## src/rtl/spw_pkg.sv

```systemverilog
package spw_pkg;

    localparam logic [7:0] OP_WREN    = 8'h06;
    localparam logic [7:0] OP_PROG    = 8'h02;
    localparam logic [7:0] OP_RDSR    = 8'h05;
    localparam logic [7:0] FILL_BYTE  = 8'hFF;
    localparam logic [7:0] DUMMY_BYTE = 8'h00;
    localparam int         WIP_BIT    = 0;

    typedef enum logic [1:0] {
        SEQ_IDLE,
        SEQ_GAP,
        SEQ_XFER,
        SEQ_FEED
    } seq_state_e;

    typedef enum logic [2:0] {
        PH_RDSR,
        PH_DUMMY,
        PH_WREN,
        PH_PROG,
        PH_AHI,
        PH_ALO,
        PH_DATA
    } phase_e;

    typedef enum logic [1:0] {
        SH_IDLE,
        SH_LOW,
        SH_HIGH
    } shift_state_e;

    typedef struct packed {
        logic       go;
        logic [7:0] tx;
    } shift_req_t;

    function automatic logic [7:0] frame_opcode(input phase_e ph);
        case (ph)
            PH_WREN: return OP_WREN;
            PH_PROG: return OP_PROG;
            default: return OP_RDSR;
        endcase
    endfunction

endpackage

```

## src/rtl/spw_shift.sv

```systemverilog
module spw_shift
    import spw_pkg::*;
#(
    parameter int HALF_CYC = 2
) (
    input  logic       clk,
    input  logic       rst,
    input  shift_req_t req,
    input  logic       miso,
    output logic       sck,
    output logic       mosi,
    output logic       done,
    output logic [7:0] rx
);

    localparam int CW = (HALF_CYC < 2) ? 1 : $clog2(HALF_CYC);
    localparam logic [CW-1:0] CNT_END = CW'(HALF_CYC - 1);

    shift_state_e  st;
    logic [CW-1:0] cnt;
    logic [2:0]    bitn;
    logic [7:0]    sr;

    always_ff @(posedge clk) begin
        if (rst) begin
            st   <= SH_IDLE;
            cnt  <= '0;
            bitn <= '0;
            sr   <= '0;
            rx   <= '0;
            sck  <= 1'b0;
            mosi <= 1'b0;
            done <= 1'b0;
        end else begin
            done <= 1'b0;
            case (st)
                SH_IDLE: begin
                    if (req.go) begin
                        sr   <= req.tx;
                        mosi <= req.tx[7];
                        bitn <= 3'd7;
                        cnt  <= '0;
                        st   <= SH_LOW;
                    end
                end
                SH_LOW: begin
                    if (cnt == CNT_END) begin
                        cnt <= '0;
                        sck <= 1'b1;
                        st  <= SH_HIGH;
                    end else begin
                        cnt <= cnt + 1'b1;
                    end
                end
                SH_HIGH: begin
                    if (cnt == CNT_END) begin
                        cnt <= '0;
                        sck <= 1'b0;
                        rx  <= {rx[6:0], miso};
                        if (bitn == 3'd0) begin
                            done <= 1'b1;
                            st   <= SH_IDLE;
                        end else begin
                            bitn <= bitn - 1'b1;
                            sr   <= {sr[6:0], 1'b0};
                            mosi <= sr[6];
                            st   <= SH_LOW;
                        end
                    end else begin
                        cnt <= cnt + 1'b1;
                    end
                end
                default: st <= SH_IDLE;
            endcase
        end
    end

endmodule

```

## src/rtl/spw_seq.sv

```systemverilog
module spw_seq
    import spw_pkg::*;
#(
    parameter int ADDR_W     = 16,
    parameter int LEN_W      = 16,
    parameter int PAGE_LSB   = 6,
    parameter int CS_GAP     = 4,
    parameter int POLL_LIMIT = 1000
) (
    input  logic              clk,
    input  logic              rst,
    input  logic              start,
    input  logic              erase,
    input  logic [ADDR_W-1:0] start_addr,
    input  logic [LEN_W-1:0]  length,
    input  logic [7:0]        din,
    input  logic              din_valid,
    output logic              din_ready,
    output logic              busy,
    output logic              done,
    output logic              error,
    output logic              cs_n,
    output shift_req_t        sh_req,
    input  logic              sh_done,
    input  logic [7:0]        sh_rx
);

    localparam int GW = (CS_GAP < 2) ? 1 : $clog2(CS_GAP);
    localparam int PW = (POLL_LIMIT < 2) ? 1 : $clog2(POLL_LIMIT);
    localparam logic [GW-1:0] GAP_END  = GW'(CS_GAP - 1);
    localparam logic [PW-1:0] POLL_END = PW'(POLL_LIMIT - 1);

    seq_state_e        state;
    phase_e            phase;
    phase_e            nxt;
    logic [ADDR_W-1:0] addr_q;
    logic [LEN_W-1:0]  rem_q;
    logic              erase_q;
    logic [GW-1:0]     gap_cnt;
    logic [PW-1:0]     polls;
    logic [15:0]       addr16;
    logic              page_end;

    assign addr16    = 16'(addr_q);
    assign page_end  = &addr_q[PAGE_LSB-1:0];
    assign busy      = (state != SEQ_IDLE);
    assign din_ready = (state == SEQ_FEED) && !erase_q;

    always_ff @(posedge clk) begin
        if (rst) begin
            state   <= SEQ_IDLE;
            phase   <= PH_RDSR;
            nxt     <= PH_RDSR;
            addr_q  <= '0;
            rem_q   <= '0;
            erase_q <= 1'b0;
            gap_cnt <= '0;
            polls   <= '0;
            cs_n    <= 1'b1;
            sh_req  <= '0;
            done    <= 1'b0;
            error   <= 1'b0;
        end else begin
            done      <= 1'b0;
            error     <= 1'b0;
            sh_req.go <= 1'b0;
            case (state)
                SEQ_IDLE: begin
                    if (start) begin
                        addr_q  <= start_addr;
                        rem_q   <= length;
                        erase_q <= erase;
                        polls   <= '0;
                        gap_cnt <= '0;
                        nxt     <= PH_RDSR;
                        state   <= SEQ_GAP;
                    end
                end
                SEQ_GAP: begin
                    if (gap_cnt == GAP_END) begin
                        cs_n      <= 1'b0;
                        sh_req.go <= 1'b1;
                        sh_req.tx <= frame_opcode(nxt);
                        phase     <= nxt;
                        state     <= SEQ_XFER;
                    end else begin
                        gap_cnt <= gap_cnt + 1'b1;
                    end
                end
                SEQ_FEED: begin
                    if (erase_q || din_valid) begin
                        sh_req.go <= 1'b1;
                        sh_req.tx <= erase_q ? FILL_BYTE : din;
                        phase     <= PH_DATA;
                        state     <= SEQ_XFER;
                    end
                end
                SEQ_XFER: begin
                    if (sh_done) begin
                        case (phase)
                            PH_RDSR: begin
                                sh_req.go <= 1'b1;
                                sh_req.tx <= DUMMY_BYTE;
                                phase     <= PH_DUMMY;
                            end
                            PH_DUMMY: begin
                                cs_n    <= 1'b1;
                                gap_cnt <= '0;
                                if (!sh_rx[WIP_BIT]) begin
                                    polls <= '0;
                                    if (rem_q == '0) begin
                                        done  <= 1'b1;
                                        state <= SEQ_IDLE;
                                    end else begin
                                        nxt   <= PH_WREN;
                                        state <= SEQ_GAP;
                                    end
                                end else if (polls == POLL_END) begin
                                    error <= 1'b1;
                                    state <= SEQ_IDLE;
                                end else begin
                                    polls <= polls + 1'b1;
                                    nxt   <= PH_RDSR;
                                    state <= SEQ_GAP;
                                end
                            end
                            PH_WREN: begin
                                cs_n    <= 1'b1;
                                gap_cnt <= '0;
                                nxt     <= PH_PROG;
                                state   <= SEQ_GAP;
                            end
                            PH_PROG: begin
                                sh_req.go <= 1'b1;
                                sh_req.tx <= addr16[15:8];
                                phase     <= PH_AHI;
                            end
                            PH_AHI: begin
                                sh_req.go <= 1'b1;
                                sh_req.tx <= addr16[7:0];
                                phase     <= PH_ALO;
                            end
                            PH_ALO: begin
                                state <= SEQ_FEED;
                            end
                            PH_DATA: begin
                                addr_q <= addr_q + 1'b1;
                                rem_q  <= rem_q - 1'b1;
                                if (rem_q == LEN_W'(1) || page_end) begin
                                    cs_n    <= 1'b1;
                                    gap_cnt <= '0;
                                    polls   <= '0;
                                    nxt     <= PH_RDSR;
                                    state   <= SEQ_GAP;
                                end else begin
                                    state <= SEQ_FEED;
                                end
                            end
                            default: state <= SEQ_IDLE;
                        endcase
                    end
                end
                default: state <= SEQ_IDLE;
            endcase
        end
    end

endmodule

```

## src/rtl/spi_page_writer.sv

```systemverilog
module spi_page_writer
    import spw_pkg::*;
#(
    parameter int ADDR_W     = 16,
    parameter int LEN_W      = 16,
    parameter int PAGE_LSB   = 6,
    parameter int HALF_CYC   = 2,
    parameter int CS_GAP     = 4,
    parameter int POLL_LIMIT = 1000
) (
    input  logic              clk,
    input  logic              rst,
    input  logic              start,
    input  logic              erase,
    input  logic [ADDR_W-1:0] start_addr,
    input  logic [LEN_W-1:0]  length,
    input  logic [7:0]        din,
    input  logic              din_valid,
    output logic              din_ready,
    output logic              busy,
    output logic              done,
    output logic              error,
    output logic              spi_sck,
    output logic              spi_cs_n,
    output logic              spi_mosi,
    input  logic              spi_miso
);

    shift_req_t sh_req;
    logic       sh_done;
    logic [7:0] sh_rx;

    spw_seq #(
        .ADDR_W    (ADDR_W),
        .LEN_W     (LEN_W),
        .PAGE_LSB  (PAGE_LSB),
        .CS_GAP    (CS_GAP),
        .POLL_LIMIT(POLL_LIMIT)
    ) u_seq (
        .clk       (clk),
        .rst       (rst),
        .start     (start),
        .erase     (erase),
        .start_addr(start_addr),
        .length    (length),
        .din       (din),
        .din_valid (din_valid),
        .din_ready (din_ready),
        .busy      (busy),
        .done      (done),
        .error     (error),
        .cs_n      (spi_cs_n),
        .sh_req    (sh_req),
        .sh_done   (sh_done),
        .sh_rx     (sh_rx)
    );

    spw_shift #(
        .HALF_CYC(HALF_CYC)
    ) u_shift (
        .clk (clk),
        .rst (rst),
        .req (sh_req),
        .miso(spi_miso),
        .sck (spi_sck),
        .mosi(spi_mosi),
        .done(sh_done),
        .rx  (sh_rx)
    );

endmodule

```

## config.mk

```make
export PLATFORM = sky130hd
export DESIGN_NAME = spi_page_writer
export DESIGN_NICKNAME = d
export VERILOG_FILES = /design/src/rtl/spw_pkg.sv /design/src/rtl/spw_shift.sv /design/src/rtl/spw_seq.sv /design/src/rtl/spi_page_writer.sv
export SDC_FILE = /design/constraint.sdc
export NUM_CORES = 1
export LEC_CHECK = 0
export ABC_AREA = 1
export BUFFER_PORTS_ARGS = -buffer_cell sky130_fd_sc_hd__buf_2
export CORE_ASPECT_RATIO = 0.9
export CORE_MARGIN = 4
export CORE_UTILIZATION = 30
export CTS_BUF_LIST = sky130_fd_sc_hd__clkbuf_4 sky130_fd_sc_hd__clkbuf_8
export DETAILED_ROUTE_END_ITERATION = 10
export PLACE_DENSITY = 0.5
export SYNTH_ARGS = -nofsm -noshare
export SYNTH_HDL_FRONTEND = slang
export SYNTH_HIERARCHICAL = 1
export SYNTH_SLANG_ARGS = --single-unit
```

## constraint.sdc

```tcl
create_clock -name clk -period 2.3 [get_ports clk]
set_clock_uncertainty 0.05 [all_clocks]
set_input_delay 0.23 -clock clk [delete_from_list [all_inputs] [get_ports clk]]
set_output_delay 0.23 -clock clk [all_outputs]
set_load 0.01 [all_outputs]
```

==> results_dict.tcl <==
set metrics [dict create \
    first_pass_iters 5 \
    first_global_vias 4806 \
    hp-class "in -> reg" \
    use_met3_pct 4.14 \
    fp.dieH_um 131 \
    timing.critical_path.mode_cell "inv_2" \
    setup_viol 0 \
    placed_area_um2 5530 \
    fmax_mhz 501 \
    cts_setup_buffers 0 \
    num_io_pins 53 \
    met2_usage_pct 23.7 \
    cp_cell_sequence "inv_2 -> nor2_4 -> buf_4 -> nand3_1 -> nand2_4 -> inv_2 -> nand2_1 -> a21oi_1" \
    worstPathMaxFanout 27 \
    syn_nets 879 \
    clkTransAtPathRegs_ns 0.10 \
    drive_gt1_share_pct 13.0 \
    r2r_cells 8 \
    cts_sinks 81 \
    min_period_ns 1.99 \
    timing.rr.end "u_seq/polls[4]$_SDFFE_PP0P_" \
    endpoint "u_seq/polls[4]$_SDFFE_PP0P_" \
    final_cell_mix "nand2_1 (209), nor2_1 (123), inv_1 (93), dfxtp_1 (81), o21ai_0 (55)" \
    status "complete, no violations" \
    ir_worst_vdd_mv 0.288 \
    die_area_um2 19000 \
    wl_per_cell_um 13.0 \
    rows 44 \
    rsz0062_at_grt "false" \
    reg2reg_from "u_seq/state[1]$_SDFFE_PP0P_" \
    netlist_area_um2 5050 \
    dp_hpwl_mm 10.2 \
    cts_tree "yes" \
    cp_slowest_stage_delay_ns 0.47 \
    core_area_um2 16400 \
    power_density_nw_per_um2 726 \
    routed_via_density 4.77 \
    clock_latency_ns 0.38 \
    fin_nets 923 \
    critPathKind "reg -> reg" \
    drtIter0Drc 228 \
    crit_path_end_kind "register" \
    yosys_warnings 6 \
    start_util_pct 30.9 \
    antenna_found_initial 0 \
    diodes 0 \
    hold_buffers 0 \
    cp-startpoint "u_seq/state[1]$_SDFFE_PP0P_" \
    portBuffers 52 \
    r2r_slack_ns 0.31 \
    maxSlewHeadroom_pct 62.6 \
    startpoint_type "register" \
    area_growth_pct 13.6 \
    syn_avg_cell_area_um2 6.16 \
    min_period_over_period_pct 86.7 \
    finalSetupTns_ns 0 \
    die_x_um 145 \
    grt_pass1_wl_mm 23.3 \
    crit_path_top_delay_cell "dfxtp_1" \
    holdPathStages 3 \
    finalHoldViolCount 0 \
    cts-resized-gates 0 \
    ctsHtreeMaxLevel 3 \
    cts_buffers 9 \
    drtAntennaViolNets 0 \
    layout_commonest_cell "nand2_1" \
    globalRouteTotalUtil_pct 14.9 \
    grt_max_degree 33 \
    crit_required_ns 2.49 \
    drc 0 \
    design_area_um2 5740 \
    grt.met1_usage_pct 20.5 \
    cts_buffer_depth 2 \
    grt.overflow.total 0 \
    gp_congestion 0.812 \
    synthCells 820 \
    power_leakage_uw 0.00245 \
    maxSlewViolCount 0 \
    drv_cap 0 \
    routed_wl_mm 14.0 \
    vias 5129 \
    cts-root-buf "clkbuf_8" \
    busiest_layer "met2" \
    cp_data_arrival_time_ns 2.18 \
    worst_pin_slew_ns 0.560 \
]
==> how the worst min path moves through the flow <==
| stage | start | end | slack (ns) |
|---|---|---|---|
| 6_report | length[1] | u_seq/rem_q[1]$_SDFFE_PP0P_ | 0.05 |
| 5_1_grt | length[1] | u_seq/rem_q[1]$_SDFFE_PP0P_ | 0.04 |
| 4_1_cts | length[1] | u_seq/rem_q[1]$_SDFFE_PP0P_ | 0.04 |
| 3_5_place_dp | u_shift/mosi$_SDFFE_PP0P_ | u_shift/mosi$_SDFFE_PP0P_ | 0.42 |
| 3_3_place_gp | u_shift/mosi$_SDFFE_PP0P_ | u_shift/mosi$_SDFFE_PP0P_ | 0.41 |
| 2_1_floorplan | rst | u_shift/sck$_SDFFE_PP0P_ | 0.25 |
==> report_power, final <==
part	switching, uW	total, uW	internal, uW	leakage [uW]
Clock	623	1170	545	0.000107
Sequential	133	1710	1580	0.000663
Combinational	838	1290	451	0.00168
==> registers in the layout, summed over array words and instances, names as in the netlist, 2 cells and up <==
name           count
u_seq/sh_req       9
u_seq/state        2
u_seq/addr16      16
u_shift/st         2
u_seq/phase        3
u_seq/rem_q       16
u_seq/polls       10
u_seq/nxt          2
u_shift/bitn       3
u_shift/sr         7
u_seq/gap_cnt      2
==> stage by stage <==
step | worst slack [ns] | cells | util, % | total power [uW] | hold WS [ns]
after floorplan | 0.713 | 820 | - | 2730 | 0.249
after global placement | 0.313 | 1060 | 33.8 | 3060 | 0.412
after detailed placement | 0.297 | 1060 | 33.8 | 3040 | 0.419
after CTS | 0.261 | 1076 | 35.1 | 4240 | 0.0389
after global routing | 0.0875 | 1076 | 35.1 | 4520 | 0.0434
final | 0.305 | 1076 | 35.1 | 4170 | 0.0528
==> area by class of cell <==
cell class,count,area (um^2)
timing repair buffer,65,383
inverter,104,390
clock buffer,10,138
multi-input combinational,603,2880
tap,207,259
fill,1829,10600
clock inverter,6,73.8
sequential,81,1620
==> worst max-delay path, delay by kind of cell (launching register included) <==
family / cells / cell delay (ns)
buf+inv: 3 / 0.52
compound gates: 1 / 0.05
flops: 1 / 0.47
simple gates: 4 / 0.74
==> layer usage <==
layer | wire length [um] | share of wire [%]
met4 | 107 | 0.77
met5 | 0 | 0
met1 | 6900 | 49
met2 | 6300 | 45
met3 | 649 | 4.7
Power figures use the tool's default switching activity.
